File: src/rtl/axs_pkg.sv
// Shared types for the external access strobe sequencer.
// Assumes: nothing beyond the standard SystemVerilog type system.
package axs_pkg;
    // Access phases: idle, address (ale) cycle, strobe window, trailing period.
    typedef enum logic [1:0] {
        PH_IDLE = 2'd0,
        PH_ADDR = 2'd1,
        PH_STRB = 2'd2,
        PH_TAIL = 2'd3
    } axs_phase_e;
endpackage

File: src/rtl/axs_stretch_decode.sv
// Maps a stretch code to strobe window length and trailing length in clocks.
// Assumes: MC_CLKS is even and at least 4; CNT_W can hold MC_CLKS*(2**CODE_W-1).
module axs_stretch_decode #(
    parameter int CODE_W  = 3,
    parameter int MC_CLKS = 4,
    parameter int CNT_W   = 5
) (
    input  logic [CODE_W-1:0] code,
    output logic [CNT_W-1:0]  strb_len,
    output logic [CNT_W-1:0]  tail_len
);
    localparam logic [CNT_W-1:0] HALF_MC = CNT_W'(MC_CLKS / 2);
    localparam logic [CNT_W-1:0] FULL_MC = CNT_W'(MC_CLKS);

    // Code 0 is the half-cycle special case; others scale linearly.
    always_comb begin
        if (code == '0) begin
            strb_len = HALF_MC;
            tail_len = HALF_MC;
        end else begin
            strb_len = FULL_MC * CNT_W'(code);
            tail_len = FULL_MC;
        end
    end
endmodule

File: src/rtl/axs_seq.sv
// Phase sequencer: accepts a request when idle, runs address, strobe and
// trailing phases with one down counter, and extends the strobe by one
// machine cycle when the wait input is high on the strobe's last clock.
// Assumes: wait_en is static during an access.
module axs_seq
    import axs_pkg::*;
#(
    parameter int CODE_W  = 3,
    parameter int MC_CLKS = 4,
    parameter int CNT_W   = 5
) (
    input  logic              clk,
    input  logic              rst_n,
    input  logic              req,
    input  logic              rd_nwr,
    input  logic [CODE_W-1:0] stretch_sel,
    input  logic              wait_en,
    input  logic              hold_in,
    output axs_phase_e        phase,
    output logic [CNT_W-1:0]  cnt,
    output logic              dir_rd
);
    localparam logic [CNT_W-1:0]  MC_LAST  = CNT_W'(MC_CLKS - 1);
    localparam logic [CNT_W-1:0]  ONE      = CNT_W'(1);
    localparam logic [CODE_W-1:0] DEF_CODE = CODE_W'(1);

    logic [CODE_W-1:0] code_q;
    logic [CNT_W-1:0]  strb_len;
    logic [CNT_W-1:0]  tail_len;
    logic              cnt_zero;

    axs_stretch_decode #(
        .CODE_W  (CODE_W),
        .MC_CLKS (MC_CLKS),
        .CNT_W   (CNT_W)
    ) u_decode (
        .code     (code_q),
        .strb_len (strb_len),
        .tail_len (tail_len)
    );

    // Terminal count of the current phase.
    assign cnt_zero = (cnt == '0);

    // Phase, counter and captured access parameters.
    always_ff @(posedge clk) begin
        if (!rst_n) begin
            phase  <= PH_IDLE;
            cnt    <= '0;
            code_q <= DEF_CODE;
            dir_rd <= 1'b1;
        end else begin
            case (phase)
                PH_IDLE: begin
                    if (req) begin
                        phase  <= PH_ADDR;
                        cnt    <= MC_LAST;
                        code_q <= stretch_sel;
                        dir_rd <= rd_nwr;
                    end
                end
                PH_ADDR: begin
                    if (cnt_zero) begin
                        phase <= PH_STRB;
                        cnt   <= strb_len - ONE;
                    end else begin
                        cnt <= cnt - ONE;
                    end
                end
                PH_STRB: begin
                    if (cnt_zero) begin
                        if (wait_en && hold_in) begin
                            cnt <= MC_LAST;
                        end else begin
                            phase <= PH_TAIL;
                            cnt   <= tail_len - ONE;
                        end
                    end else begin
                        cnt <= cnt - ONE;
                    end
                end
                default: begin
                    if (cnt_zero) begin
                        phase <= PH_IDLE;
                    end else begin
                        cnt <= cnt - ONE;
                    end
                end
            endcase
        end
    end
endmodule

File: src/rtl/axs_out_drive.sv
// Derives the bus-control outputs from the sequencer phase and counter.
// Assumes: the address phase loads its counter with MC_CLKS-1 and counts down.
module axs_out_drive
    import axs_pkg::*;
#(
    parameter int MC_CLKS = 4,
    parameter int CNT_W   = 5
) (
    input  axs_phase_e       phase,
    input  logic [CNT_W-1:0] cnt,
    input  logic             dir_rd,
    output logic             ale,
    output logic             rd_stb,
    output logic             wr_stb,
    output logic             done
);
    localparam logic [CNT_W-1:0] ALE_FLOOR = CNT_W'(MC_CLKS / 2);

    // Strobe routing, ale in the first half of the address cycle, end pulse.
    always_comb begin
        ale    = (phase == PH_ADDR) && (cnt >= ALE_FLOOR);
        rd_stb = (phase == PH_STRB) && dir_rd;
        wr_stb = (phase == PH_STRB) && !dir_rd;
        done   = (phase == PH_TAIL) && (cnt == '0);
    end
endmodule

File: src/rtl/axs_stretch_ctrl.sv
// Top of the external access strobe stretch controller: one access at a
// time, address-latch pulse, stretched read/write strobe with optional
// wait extension, and a completion pulse.
// Assumes: wait_en is static; req is honoured only when idle.
module axs_stretch_ctrl
    import axs_pkg::*;
#(
    parameter int CODE_W  = 3,
    parameter int MC_CLKS = 4
) (
    input  logic              clk,
    input  logic              rst_n,
    input  logic [CODE_W-1:0] stretch_sel,
    input  logic              wait_en,
    input  logic              hold_in,
    input  logic              req,
    input  logic              rd_nwr,
    output logic              rd_stb,
    output logic              wr_stb,
    output logic              ale,
    output logic              done
);
    localparam int MAX_STRB = MC_CLKS * ((2 ** CODE_W) - 1);
    localparam int CNT_W    = $clog2(MAX_STRB + 1);

    axs_phase_e       phase;
    logic [CNT_W-1:0] cnt;
    logic             dir_rd;

    axs_seq #(
        .CODE_W  (CODE_W),
        .MC_CLKS (MC_CLKS),
        .CNT_W   (CNT_W)
    ) u_seq (
        .clk         (clk),
        .rst_n       (rst_n),
        .req         (req),
        .rd_nwr      (rd_nwr),
        .stretch_sel (stretch_sel),
        .wait_en     (wait_en),
        .hold_in     (hold_in),
        .phase       (phase),
        .cnt         (cnt),
        .dir_rd      (dir_rd)
    );

    axs_out_drive #(
        .MC_CLKS (MC_CLKS),
        .CNT_W   (CNT_W)
    ) u_drive (
        .phase  (phase),
        .cnt    (cnt),
        .dir_rd (dir_rd),
        .ale    (ale),
        .rd_stb (rd_stb),
        .wr_stb (wr_stb),
        .done   (done)
    );
endmodule

File: config.mk
export PLATFORM = sky130hd
export DESIGN_NAME = axs_stretch_ctrl
export DESIGN_NICKNAME = d
export VERILOG_FILES = /design/src/rtl/axs_pkg.sv /design/src/rtl/axs_stretch_decode.sv /design/src/rtl/axs_seq.sv /design/src/rtl/axs_out_drive.sv /design/src/rtl/axs_stretch_ctrl.sv
export SDC_FILE = /design/constraint.sdc
export NUM_CORES = 1
export LEC_CHECK = 0
export BUFFER_PORTS_ARGS = -buffer_cell sky130_fd_sc_hd__clkbuf_2
export CAP_MARGIN = 20
export CORE_MARGIN = 4
export CORE_UTILIZATION = 45
export DETAILED_ROUTE_END_ITERATION = 10
export GPL_TIMING_DRIVEN = 0
export PLACE_DENSITY = 0.66
export SLEW_MARGIN = 20
export SYNTH_ARGS = -nofsm -noshare
export SYNTH_HDL_FRONTEND = slang
export SYNTH_SLANG_ARGS = --single-unit
export TNS_END_PERCENT = 10
File: constraint.sdc
create_clock -name clk -period 2.5 [get_ports clk]
set_input_delay 0.25 -clock clk [delete_from_list [all_inputs] [get_ports clk]]
set_output_delay 0.25 -clock clk [all_outputs]
set_load 0.01 [all_outputs]
## Word level (Yosys, flattened, before mapping)

Index checks and enable logic that the tools add are counted.

| operators by class | value |
|---|---|
| add/sub/neg operators | 3 |
| magnitude comparators | 1 |
| equality and inequality tests | 8 |
| muxes and demuxes | 14 |
| reduce and logical (&&, ||, !) cells | 13 |

Operators by type and width:

| kind | count |
|---|---|
| $mux W5 | 6 |
| $pmux W5 S3 | 1 |
| $mux W2 | 5 |
| $sub A5 B1 Y5 const B | 2 |
| $ne A2 B2 Y1 const B | 4 |
| $pmux W2 S3 | 1 |
| $ge A5 B2 Y1 const B | 1 |
| $logic_and A1 B1 Y1 | 5 |
| $logic_not A5 Y1 | 1 |
| $reduce_and A5 Y1 | 1 |
| $eq A2 B2 Y1 const B | 2 |
| $ne A4 B2 Y1 const B | 1 |
| $reduce_and A2 Y1 | 2 |
| $sub A3 B1 Y4 const B | 1 |
| $logic_not A3 Y1 | 1 |
| $mux W3 | 1 |
| $eq A2 B1 Y1 const B | 1 |
| $logic_not A2 Y1 | 1 |
| $reduce_bool A2 Y1 | 1 |
| $logic_not A1 Y1 | 1 |

| storage, ports and cells | value |
|---|---|
| flip-flop bits (word level) | 11 |
| bits of input ports | 9 |
| output and inout port bits | 4 |
| logic and storage cells | 43 |

## Depth between registers and ports, before layout

Gate-level depths: netlist (run 1).

| depth | value |
|---|---|
| depth after elaboration | 6 |
| mapped depth | 7 |
| mapped depth without buffers | 6 |

## Hierarchy

Synthesis (run 1) repeated with hierarchy kept, for this count alone.

| second synthesis, totals | value |
|---|---|
| cells, all modules | 130 |
| area total of the unflattened synthesis | 1008.5 um^2 |

By module, submodules not included:

| module | times used | cells an instance | area each (um^2) | seq. area each (um^2) |
|---|---|---|---|---|
| axs_seq | 1 | 113 | 894.6 | 220.2 |
| axs_stretch_decode | 1 | 11 | 63.8 | 0.0 |
| axs_out_drive | 1 | 6 | 50.0 | 0.0 |

## Worst setup path before layout (run 1)

No wires, ideal clock.

| timing path | value |
|---|---|
| path kind | reg-to-reg |
| from | register u_seq.cnt[0] |
| to | register u_seq.phase[0] |
| library setup time | 0.115 ns |
| data arrival time | 1.591 ns |
| required time | 2.385 ns |
| path slack | 0.794 ns |
| stages on the path, launching flop included | 7 |
| path buffers | 0 |
| period minus slack after synthesis | 1.706 ns |
| cell sequence | dfxtp_1 inv_1 ha_1 or4b_4 a21o_1 o21a_1 o21a_1 |

| between the ends | value |
|---|---|
| word-level cells in the longest chain between the ends | 3 |
| elaborated cells between the ends (all ways) | 5 |
| those cells by class | eq/ne (2); reduce/logical (3) |

Ends and longest elaborated chain:

| item | line | source |
|---|---|---|
| start: declaration | axs_seq.sv:20 | `output logic [CNT_W-1:0] cnt,` |
| start signal: assignment | axs_seq.sv:65 | `cnt <= strb_len - ONE;` |
| start signal: assignment | axs_seq.sv:67 | `cnt <= cnt - ONE;` |
| start signal: assignment | axs_seq.sv:76 | `cnt <= tail_len - ONE;` |
| $logic_not A5 Y1 * | axs_seq.sv:43 | `assign cnt_zero = (cnt == '0);` |
| $ne A2 B2 Y1 (no line) / $reduce_bool A2 Y1 (equally long branches) | - |  |
| $reduce_and A5 Y1 (no line) * | - |  |
| end signal: assignment | axs_seq.sv:48 | `phase <= PH_IDLE;` |
| end signal: assignment | axs_seq.sv:56 | `phase <= PH_ADDR;` |
| end signal: assignment | axs_seq.sv:64 | `phase <= PH_STRB;` |
| end: declaration | axs_seq.sv:19 | `output axs_phase_e phase,` |

Mark *: on every way between the ends. The rest lies on a longest branch, timed or not.
A chain may end at the register's enable or synchronous reset.

## Worst setup path in the final report (run 1)

| timing path | value |
|---|---|
| from | register u_seq.phase[0] |
| to | register u_seq.cnt[4] |

| between the ends | value |
|---|---|
| word-level cells in the longest chain between the ends | 3 |
| elaborated cells between the ends (all ways) | 7 |
| those cells by class | eq/ne (4); mux (1); reduce/logical (2) |

Ends and longest elaborated chain:

| item | line | source |
|---|---|---|
| $eq A2 B2 Y1 (tied with other cells) | axs_seq.sv:53 | `case (phase)` |
| $ne A4 B2 Y1 (no line) / $ne A2 B2 Y1 (equally long branches) | - |  |
| $reduce_and A2 Y1 (no line) | - |  |

Several ways; a longest one is shown, not always the timed one.

==> metrics, run 1 <==
run status=finished clean; # fillers=186; largest net degree at the start of global routing=11; total congestion overflow after global routing=0; antenna violations before repair=0; routed vias/inst=5.57; clock tree root driver cell=sky130_fd_sc_hd__clkbuf_4; hold buffers post-CTS=0; Inserted Clock Buffers=3; Post-Syn Nets=124; final hold violation count=0; drt initial violations=21; setup violators final=0; CTS tree=yes; Layout Area Growth over Synthesis=14.1%; share of total power in combinational logic=60.7%; placement-stage cell area=923 um2; setup slack of the most critical reg-to-reg path=0.49 ns; instance count along the most critical hold path=3; Detailed Routing Iterations Pass 1=4; count of pins on the block boundary=13; Worst Max-Slew Pin Slew=0.555 ns; CTS clk-pin slew, worst paths=0.08 ns; effective utilization at floorplan=47.7%; most frequent cells in the layout=sky130_fd_sc_hd__clkbuf_2 (12), sky130_fd_sc_hd__nand2_1 (11), sky130_fd_sc_hd__dfxtp_1 (11); worst clock skew=0.00924 ns; final cycle utilization of the critical path=80.4%; Synthesis Warnings=0; total power per unit cell area=1170 nW/um2; mean instance size in the synthesized netlist=7.78 um2; wire length of the first global-routing pass=3390 um; fmax=498 MHz; critical path startpoint category=register; end of the worst register-to-register path=u_seq.cnt[4]; DRC=0; Die Span X=51 um; worst hold path startpoint=stretch_sel[0]; htree depth=1; TritonCTS Sinks=11; summed instance area of the synthesized netlist=832 um2; die height=51 um; smallest setup slack after layout=0.491 ns; total negative setup slack=0 ns; wire length per cell=12.7 um; synthesized flop and latch total=11; instance count of the mapped netlist=107; vias in the first global route=780; antenna diode instance count=0; Storage cell area=220 um2; number of cell rows=15; IO buf count=12; Sw Ratio=47.2%; maximum clock insertion buffer count=2; sequential share of the synthesized area=26.5%; Worst setup EP type=register; arrival time of data at the critical path endpoint=2.16 ns; total of cells resized after clock tree synthesis=0; worst r2r path cells=7; total routed wirelength=1870 um; relative contribution of the clock network to total power=11.5%; share of final-layout standard cells stronger than drive strength 1=15.4%; Setup WS pre-CTS=0.530 ns; hold endpoint=u_seq.code_q[0]; leading cell type in the layout, fill and taps excluded=sky130_fd_sc_hd__clkbuf_2; Final ANT Viol Nets=0; die outline area=2600 um2; number of slew-limit violations in the final report=0; Slew HR=62.6%; Worst Hold Class=input port to register; Pleak=0.406 nW; setup repair after global routing missed its margin=false; later-pin clock latency in the skew report=0.28 ns; number of vias in the routed layout=825; Crit Path Category=register to register; max cap viols=0; worst voltage drop across the vdd grid=0.544 mV; required time reported for the critical path endpoint=2.65 ns; Internal Pwr Total=0.588 mW; Yosys cell types=32; number of buffers inserted to repair setup after CTS=0; Final GP Congestion=0.817; fraction of power consumed by sequential logic=27.8%; final layout net count=141; post-layout minimum cycle time=2.01 ns; core region area=1750 um2; Psw=0.526 mW; final core area utilization=54.4%; critical path peak fanout=10; GRT Util Overall=17.1%; final design area excluding fillers=950 um2; FF-to-FF Start=u_seq.phase[0]; dpl hpwl=1460 um; area taken by multi-input logic gates=571 um2
per-layer routing:
layer	wire, um	vias up	global-route usage (%)	part of all wire (%)
li1	-	423	-	-
met1	923	371	23.5	49
met2	806	26	25.5	43
met3	106	5	3.21	5.7
met4	38	0	8.07	2.0
met5	0	-	0	0
cell usage after synthesis (all sizes together):
library cell	n	area, um2
nor2	7	26.3
nor4b	2	32.5
nor3	2	10.0
nand2b	3	18.8
ha	8	100
dfxtp	11	220
a21oi	5	25.0
inv	9	33.8
a211oi	1	7.51
nor2b	1	6.26
or3	2	12.5
o22ai	1	6.26
o31ai	2	15.0
a31oi	4	25.0
and2	2	12.5
a21o	1	7.51
a2111oi	1	8.76
and3	1	6.26
nand2	11	41.3
o211ai	3	22.5
o21a	3	22.5
o21ai	7	35.0
a22oi	2	15.0
o32ai	1	8.76
o21bai	1	7.51
clkbuf	2	7.51
nand3	8	40.0
or4b	1	13.8
or3b	1	8.76
nor4	1	12.5
a21boi	3	22.5
cell type report:
cell class / instances / share of cell area [%]
tap: 25 / 3.29
inverter: 9 / 3.56
timing repair buffer: 12 / 6.32
multi-input combinational: 85 / 60.1
clock buffer: 4 / 2.77
sequential: 11 / 23.2
buffer: 2 / 0.791
power by group through the flow:
stage / Clock [mW] / Combinational (mW) / Sequential (mW)
detailed placement: 0 / 0.671 / 0.313
finish: 0.128 / 0.676 / 0.310
global route: 0.143 / 0.770 / 0.322
global placement: 0 / 0.662 / 0.313
floorplan: 0 / 0.538 / 0.295
CTS: 0.129 / 0.674 / 0.309
sequential cells by signal (all words and copies together) (netlist names):
signal        count
u_seq.dir_rd      1
u_seq.code_q      3
u_seq.phase       2
u_seq.cnt         5
through the flow:
| step | power, mW | cells | hold slack, ns |
|---|---|---|---|
| floorplan | 0.833 | 107 | 0.398 |
| global placement | 0.976 | 144 | 0.472 |
| detailed placement | 0.984 | 144 | 0.472 |
| CTS | 1.11 | 148 | 0.205 |
| global route | 1.24 | 148 | 0.226 |
| finish | 1.11 | 148 | 0.200 |
logic make-up after synthesis:
kind of cell,count (synthesis),share of synthesized area [%]
buffers and inverters,11,4.96
and+or+nand+nor,42,29.0
AOI/OAI and AO/OA,35,27.5
DFF,11,26.5
adders and majority gates,8,12.0
how the worst max path moves through the flow:
| stage | from | to | slack [ns] |
|---|---|---|---|
| 4_1_cts | u_seq.phase[0] | u_seq.cnt[4] | 0.52 |
| 5_1_grt | u_seq.phase[0] | u_seq.cnt[2] | 0.25 |
| 3_3_place_gp | u_seq.phase[0] | u_seq.cnt[4] | 0.56 |
| 3_5_place_dp | u_seq.phase[0] | u_seq.cnt[4] | 0.53 |
| 6_report | u_seq.phase[0] | u_seq.cnt[4] | 0.49 |
| 2_1_floorplan | u_seq.cnt[0] | u_seq.phase[0] | 0.79 |
critical path: stages, from the launching register on:
cell and delay (ns):
sky130_fd_sc_hd__dfxtp_1 0.41, sky130_fd_sc_hd__inv_1 0.09, sky130_fd_sc_hd__ha_1 0.21, sky130_fd_sc_hd__clkbuf_1 0.22
sky130_fd_sc_hd__nor2b_1 0.20, sky130_fd_sc_hd__a21oi_1 0.41, sky130_fd_sc_hd__a21boi_0 0.24, sky130_fd_sc_hd__o22ai_1 0.10
Note: power is estimated with default switching activity, not from simulation.
==> inputs of run 2 (changes only) <==
==> constraint.sdc (replaced) <==
create_clock -name clk -period 2.05 [get_ports clk]
set_input_delay 0.205 -clock clk [delete_from_list [all_inputs] [get_ports clk]]
set_output_delay 0.205 -clock clk [all_outputs]
set_load 0.01 [all_outputs]
==> run 2 against run 1 <==
Compared with the run above:
- die area stayed put
- cell count rose by 2.0%
- via count is 1.3% higher
- routed wire length is 3.4% higher
- flip-flop and latch count unchanged
- largest cell class unchanged
- largest power group unchanged
==> metrics, run 2 (same netlist as run 1, synthesis figures left out) <==
run status=finished clean; Worst Max-Slew Pin Slew=0.456 ns; final design area excluding fillers=977 um2; largest net degree at the start of global routing=11; share of total power in combinational logic=63.5%; leading cell type in the layout, fill and taps excluded=sky130_fd_sc_hd__clkbuf_2; worst clock skew=0.00742 ns; CTS clk-pin slew, worst paths=0.08 ns; htree depth=1; hold buffers post-CTS=0; maximum clock insertion buffer count=2; family with the most delay on the worst path=simple AND/OR/NAND/NOR gates; die outline area=2600 um2; Finished Layout Cells=151; Internal Pwr Total=0.786 mW; clock tree root driver cell=sky130_fd_sc_hd__clkbuf_4; number of cell rows=15; Biggest register=u_seq.cnt; # fillers=186; required time reported for the critical path endpoint=1.85 ns; GRT Util Overall=17.1%; IO buf count=12; slowest cell on the critical path=sky130_fd_sc_hd__nor4b_4; setup violators final=0; antenna violations before repair=0; Layout Area Growth over Synthesis=17.4%; number of slew-limit violations in the final report=0; post-layout minimum cycle time=1.91 ns; core region area=1750 um2; fraction of power consumed by sequential logic=25.9%; Inserted Clock Buffers=3; Worst Hold Class=input port to register; delay of the slowest critical-path stage=0.35 ns; Worst setup EP type=output pin; drt initial violations=20; leading registers by flop count=u_seq.cnt (5), u_seq.code_q (3), u_seq.phase (2); Slew HR=69.6%; routed vias/inst=5.54; wire length per cell=12.8 um; number of vias in the routed layout=836; share of final-layout standard cells stronger than drive strength 1=19.0%; Detailed Routing Iterations Pass 1=4; buffers plus inverters on the worst setup path=3; flip-flop count of the largest register after layout=5; Crit Path Category=register to output pin; most frequent cells in the layout=sky130_fd_sc_hd__clkbuf_2 (13), sky130_fd_sc_hd__nand2_1 (11), sky130_fd_sc_hd__dfxtp_1 (11); arrival time of data at the critical path endpoint=1.70 ns; final cycle utilization of the critical path=93.1%; placed cell count=144; total congestion overflow after global routing=0; dpl hpwl=1460 um; antenna diode instance count=0; chain of cells forming the critical path=inv_1 -> ha_1 -> nor4b_4 -> buf_4 -> and2_1 -> clkbuf_2; total negative setup slack=0 ns; Psw=0.673 mW; max cap viols=0; TritonCTS Sinks=11; Final GP Congestion=0.817; DRC=0; Die Span X=51 um; relative contribution of the clock network to total power=10.6%; critical path startpoint category=register; die height=51 um; effective utilization at floorplan=47.7%; final layout net count=144; setup repair after global routing missed its margin=false; Final ANT Viol Nets=0; Sw Ratio=46.1%; CTS tree=yes; vias in the first global route=780; total power per unit cell area=1490 nW/um2; critical path peak fanout=5; later-pin clock latency in the skew report=0.27 ns; wire length of the first global-routing pass=3390 um; Pleak=0.424 nW; count of pins on the block boundary=13; total routed wirelength=1940 um; fmax=524 MHz; placement-stage cell area=923 um2; worst voltage drop across the vdd grid=0.748 mV; final hold violation count=0
==> run 2: power by group through the flow <==
stage	Combinational, mW	Sequential (mW)	Clock, mW
2_1_floorplan	0.656	0.360	0
3_3_place_gp	0.808	0.382	0
3_5_place_dp	0.818	0.382	0
4_1_cts	0.822	0.377	0.157
5_1_grt	1.04	0.393	0.174
6_report	0.926	0.377	0.155
==> run 2: worst paths after layout <==
check,startpoint,endpoint,slack (ns),cells after the start
max reg2reg,u_seq.cnt[0],u_seq.phase[0],0.21,6
max,u_seq.cnt[0],done,0.14,6
min reg2reg,u_seq.dir_rd,u_seq.dir_rd,0.48,2
min,rd_nwr,u_seq.dir_rd,0.16,3
==> run 2: timing repair <==
| item | 4_1_cts | 5_1_grt |
|---|---|---|
| buffers inserted | 0 | 3 |
| setup endpoints to repair | 0 | 5 |
| endpoints found under the hold margin | 0 | 0 |
| resized for setup | 0 | 4 |
==> run 2: stage by stage <==
stage          hold WS [ns]  utilization (%)  worst slack (ns)  power [mW]
6_report              0.161             56.0             0.142        1.46
2_1_floorplan         0.353                -             0.344        1.02
3_3_place_gp          0.435             52.9             0.113        1.19
4_1_cts               0.160             54.4            0.0670        1.36
5_1_grt               0.181             56.0           0.00239        1.61
3_5_place_dp          0.445             52.9            0.0796        1.20
==> run 2: layout make-up <==
| cell class | count | area (um2) | share of cell area [%] |
|---|---|---|---|
| multi-input combinational | 85 | 574 | 58.8 |
| buffer | 2 | 8.76 | 0.896 |
| clock buffer | 4 | 26.3 | 2.69 |
| tap | 25 | 31.3 | 3.20 |
| sequential | 11 | 220 | 22.5 |
| inverter | 9 | 33.8 | 3.46 |
| timing repair buffer | 15 | 82.6 | 8.45 |
==> run 2: routing by layer <==
| metal | vias to the layer above | track usage, % | part of all wire (%) |
|---|---|---|---|
| li1 | 427 | - | - |
| met1 | 371 | 23.5 | 47 |
| met2 | 31 | 25.5 | 44 |
| met3 | 7 | 3.21 | 6.7 |
| met4 | 0 | 8.07 | 2.6 |
| met5 | - | 0 | 0 |
==> run 2: tightest hold or removal path, stage by stage <==
cell and delay, ns:
sky130_fd_sc_hd__clkbuf_2 0.08, sky130_fd_sc_hd__nand3_1 0.05, sky130_fd_sc_hd__nand3_1 0.07
==> inputs of run 3 (changes only) <==
--- a/config.mk
+++ b/config.mk
@@ -5,13 +5,14 @@
 export SDC_FILE = /design/constraint.sdc
 export NUM_CORES = 1
 export LEC_CHECK = 0
+export ABC_AREA = 1
 export BUFFER_PORTS_ARGS = -buffer_cell sky130_fd_sc_hd__clkbuf_2
 export CAP_MARGIN = 20
 export CORE_MARGIN = 4
 export CORE_UTILIZATION = 45
 export DETAILED_ROUTE_END_ITERATION = 10
 export GPL_TIMING_DRIVEN = 0
-export PLACE_DENSITY = 0.66
+export PLACE_DENSITY = 0.65
 export SLEW_MARGIN = 20
 export SYNTH_ARGS = -nofsm -noshare
 export SYNTH_HDL_FRONTEND = slang
==> run 3 against run 2 <==
Compared with the run above:
- power is 15% higher
- routed wire length decreased by 6.0%
- die area rose by 3.8%
- clock-buffer cell count is the same
- synthesized cell count grew 23%
- via count down 2.2%
- cell count up 14%
- critical path depth rose by 1
- critical path type unchanged
- final area rose by 0.51%
- worst hold slack lost 0.020 ns
==> metrics, run 3 <==
IO buf count=11; total power per unit cell area=1700 nW/um2; total negative setup slack=0 ns; most frequent cells in the layout=sky130_fd_sc_hd__nand2_1 (32), sky130_fd_sc_hd__inv_1 (22), sky130_fd_sc_hd__nor2_1 (15); Setup WS pre-CTS=0.510 ns; fraction of post-synthesis cell area in the top cell type by area=25.3%; hold buffers post-CTS=0; Detailed Routing Iterations Pass 1=4; largest net degree at the start of global routing=10; final layout net count=165; critical path peak fanout=7; total congestion overflow after global routing=0; leading registers by flop count=u_seq.cnt (5), u_seq.code_q (3), u_seq.phase (2); flip-flop cell with the highest count after synthesis=sky130_fd_sc_hd__dfxtp_1; maximum clock insertion buffer count=2; library cell with the highest instance count after synthesis=sky130_fd_sc_hd__nand2_1; max cap viols=0; leading cell type in the layout, fill and taps excluded=sky130_fd_sc_hd__nand2_1; number of buffers inserted to repair setup after CTS=0; synthesized flop and latch total=11; Final GP Congestion=0.807; Biggest register=u_seq.cnt; wire length per cell=10.6 um; clock tree root driver cell=sky130_fd_sc_hd__clkbuf_4; setup repair after global routing missed its margin=false; core region area=1780 um2; Yosys cell types=24; top cell type by total area after synthesis=sky130_fd_sc_hd__dfxtp_1; fmax=589 MHz; Post-Syn Nets=149; DRC=0; dpl hpwl=1460 um; summed instance area of the synthesized netlist=870 um2; number of cell rows=15; final cycle utilization of the critical path=82.8%; worst clock skew=0.000739 ns; routed vias/inst=4.76; later-pin clock latency in the skew report=0.27 ns; Worst Max-Slew Pin Slew=0.424 ns; wire length of the first global-routing pass=3250 um; total of cells resized after clock tree synthesis=0; TritonCTS Sinks=11; sequential share of the synthesized area=25.3%; antenna diode instance count=0; Slew HR=71.8%; count of pins on the block boundary=13; vias in the first global route=764; setup violators final=0; arrival time of data at the critical path endpoint=1.49 ns; Inserted Clock Buffers=3; CTS tree=yes; flip-flop count of the largest register after layout=5; Final ANT Viol Nets=0; run status=finished clean; top post-synthesis cells by area=sky130_fd_sc_hd__dfxtp_1 (25%), sky130_fd_sc_hd__nand2_1 (14%), sky130_fd_sc_hd__ha_1 (12%), sky130_fd_sc_hd__inv_1 (9.5%), sky130_fd_sc_hd__nand3_1 (7.5%); CTS clk-pin slew, worst paths=0.07 ns; Layout Area Growth over Synthesis=12.9%; leading post-synthesis cells by instance count=sky130_fd_sc_hd__nand2_1 (32), sky130_fd_sc_hd__inv_1 (22), sky130_fd_sc_hd__nor2_1 (15); htree depth=1; mean instance size in the synthesized netlist=6.59 um2; number of vias in the routed layout=818; number of flops mapped to enable cells by yosys=0; placement-stage cell area=956 um2; effective utilization at floorplan=48.8%; worst voltage drop across the vdd grid=0.761 mV; antenna violations before repair=0; Worst setup EP type=output pin; final design area excluding fillers=982 um2; post-layout minimum cycle time=1.70 ns; share of final-layout standard cells stronger than drive strength 1=17.7%; required time reported for the critical path endpoint=1.85 ns; GRT Util Overall=15.9%; Crit Path Category=register to output pin; die height=52.0 um; drt initial violations=12; smallest setup slack after layout=0.352 ns; Worst Hold Class=input port to register; final hold violation count=0; total routed wirelength=1820 um; ys async rst share=0%; number of slew-limit violations in the final report=0; instance count of the mapped netlist=132; Pleak=0.526 nW; die outline area=2700 um2; critical path startpoint category=register; Synthesis Warnings=0; Die Span X=52.0 um
[run 3: kinds of logic (layout without fill, tap and decap cells)]
logic type	count (synthesis)	in the layout	share of synthesized area, %
AO/OA/AOI/OAI	13	13	8.63
XOR/XNOR	1	1	1.01
adder cells (fa/ha/maj)	8	8	11.5
buffers and inverters	25	40	11.4
flip-flops	11	11	25.3
AND/OR/NAND/NOR	74	74	42.2
[run 3: routing by layer]
layer | up-vias | routed length (um) | track usage [%]
li1 | 443 | - | -
met1 | 360 | 954 | 21.7
met2 | 13 | 793 | 24.7
met3 | 2 | 60 | 2.58
met4 | 0 | 13 | 6.55
met5 | - | 0 | 0
[run 3: worst max-delay path, cell delays in order, from the launching register on]
cell,delay [ns]
sky130_fd_sc_hd__dfxtp_1,0.31
sky130_fd_sc_hd__inv_1,0.18
sky130_fd_sc_hd__ha_1,0.18
sky130_fd_sc_hd__inv_1,0.06
sky130_fd_sc_hd__nor2_4,0.17
sky130_fd_sc_hd__nand2_2,0.10
sky130_fd_sc_hd__nor2_1,0.09
sky130_fd_sc_hd__clkbuf_2,0.13
[run 3: power breakdown]
group / total, mW / internal (mW) / switching, mW
registers: 0.407 / 0.305 / 0.102
clock network: 0.152 / 0.0753 / 0.0764
logic: 1.11 / 0.403 / 0.710
total: 1.67 / 0.783 / 0.889
[run 3: layout make-up]
type | count | area, um2
timing repair buffer | 11 | 55.1
clock buffer | 4 | 26.3
tap | 25 | 31.3
buffer | 1 | 3.75
fill | 180 | 801
multi-input combinational | 96 | 551
inverter | 24 | 95.1
sequential | 11 | 220
[run 3: final timing paths]
path / start / to / slack (ns) / depth (start not counted)
max: u_seq.cnt[0] / done / 0.35 / 7
min: stretch_sel[0] / u_seq.code_q[0] / 0.14 / 3
max reg2reg: u_seq.phase[0] / u_seq.cnt[3] / 0.51 / 8
min reg2reg: u_seq.code_q[2] / u_seq.code_q[2] / 0.50 / 2
[run 3: per-stage QoR]
stage / hold WS (ns) / cells / power (mW) / util, %
floorplan: 0.318 / 132 / 1.31 / -
global route: 0.144 / 172 / 1.88 / 55.1
global placement: 0.409 / 168 / 1.51 / 53.6
finish: 0.141 / 172 / 1.67 / 55.1
CTS: 0.136 / 172 / 1.68 / 55.1
detailed placement: 0.421 / 168 / 1.52 / 53.6
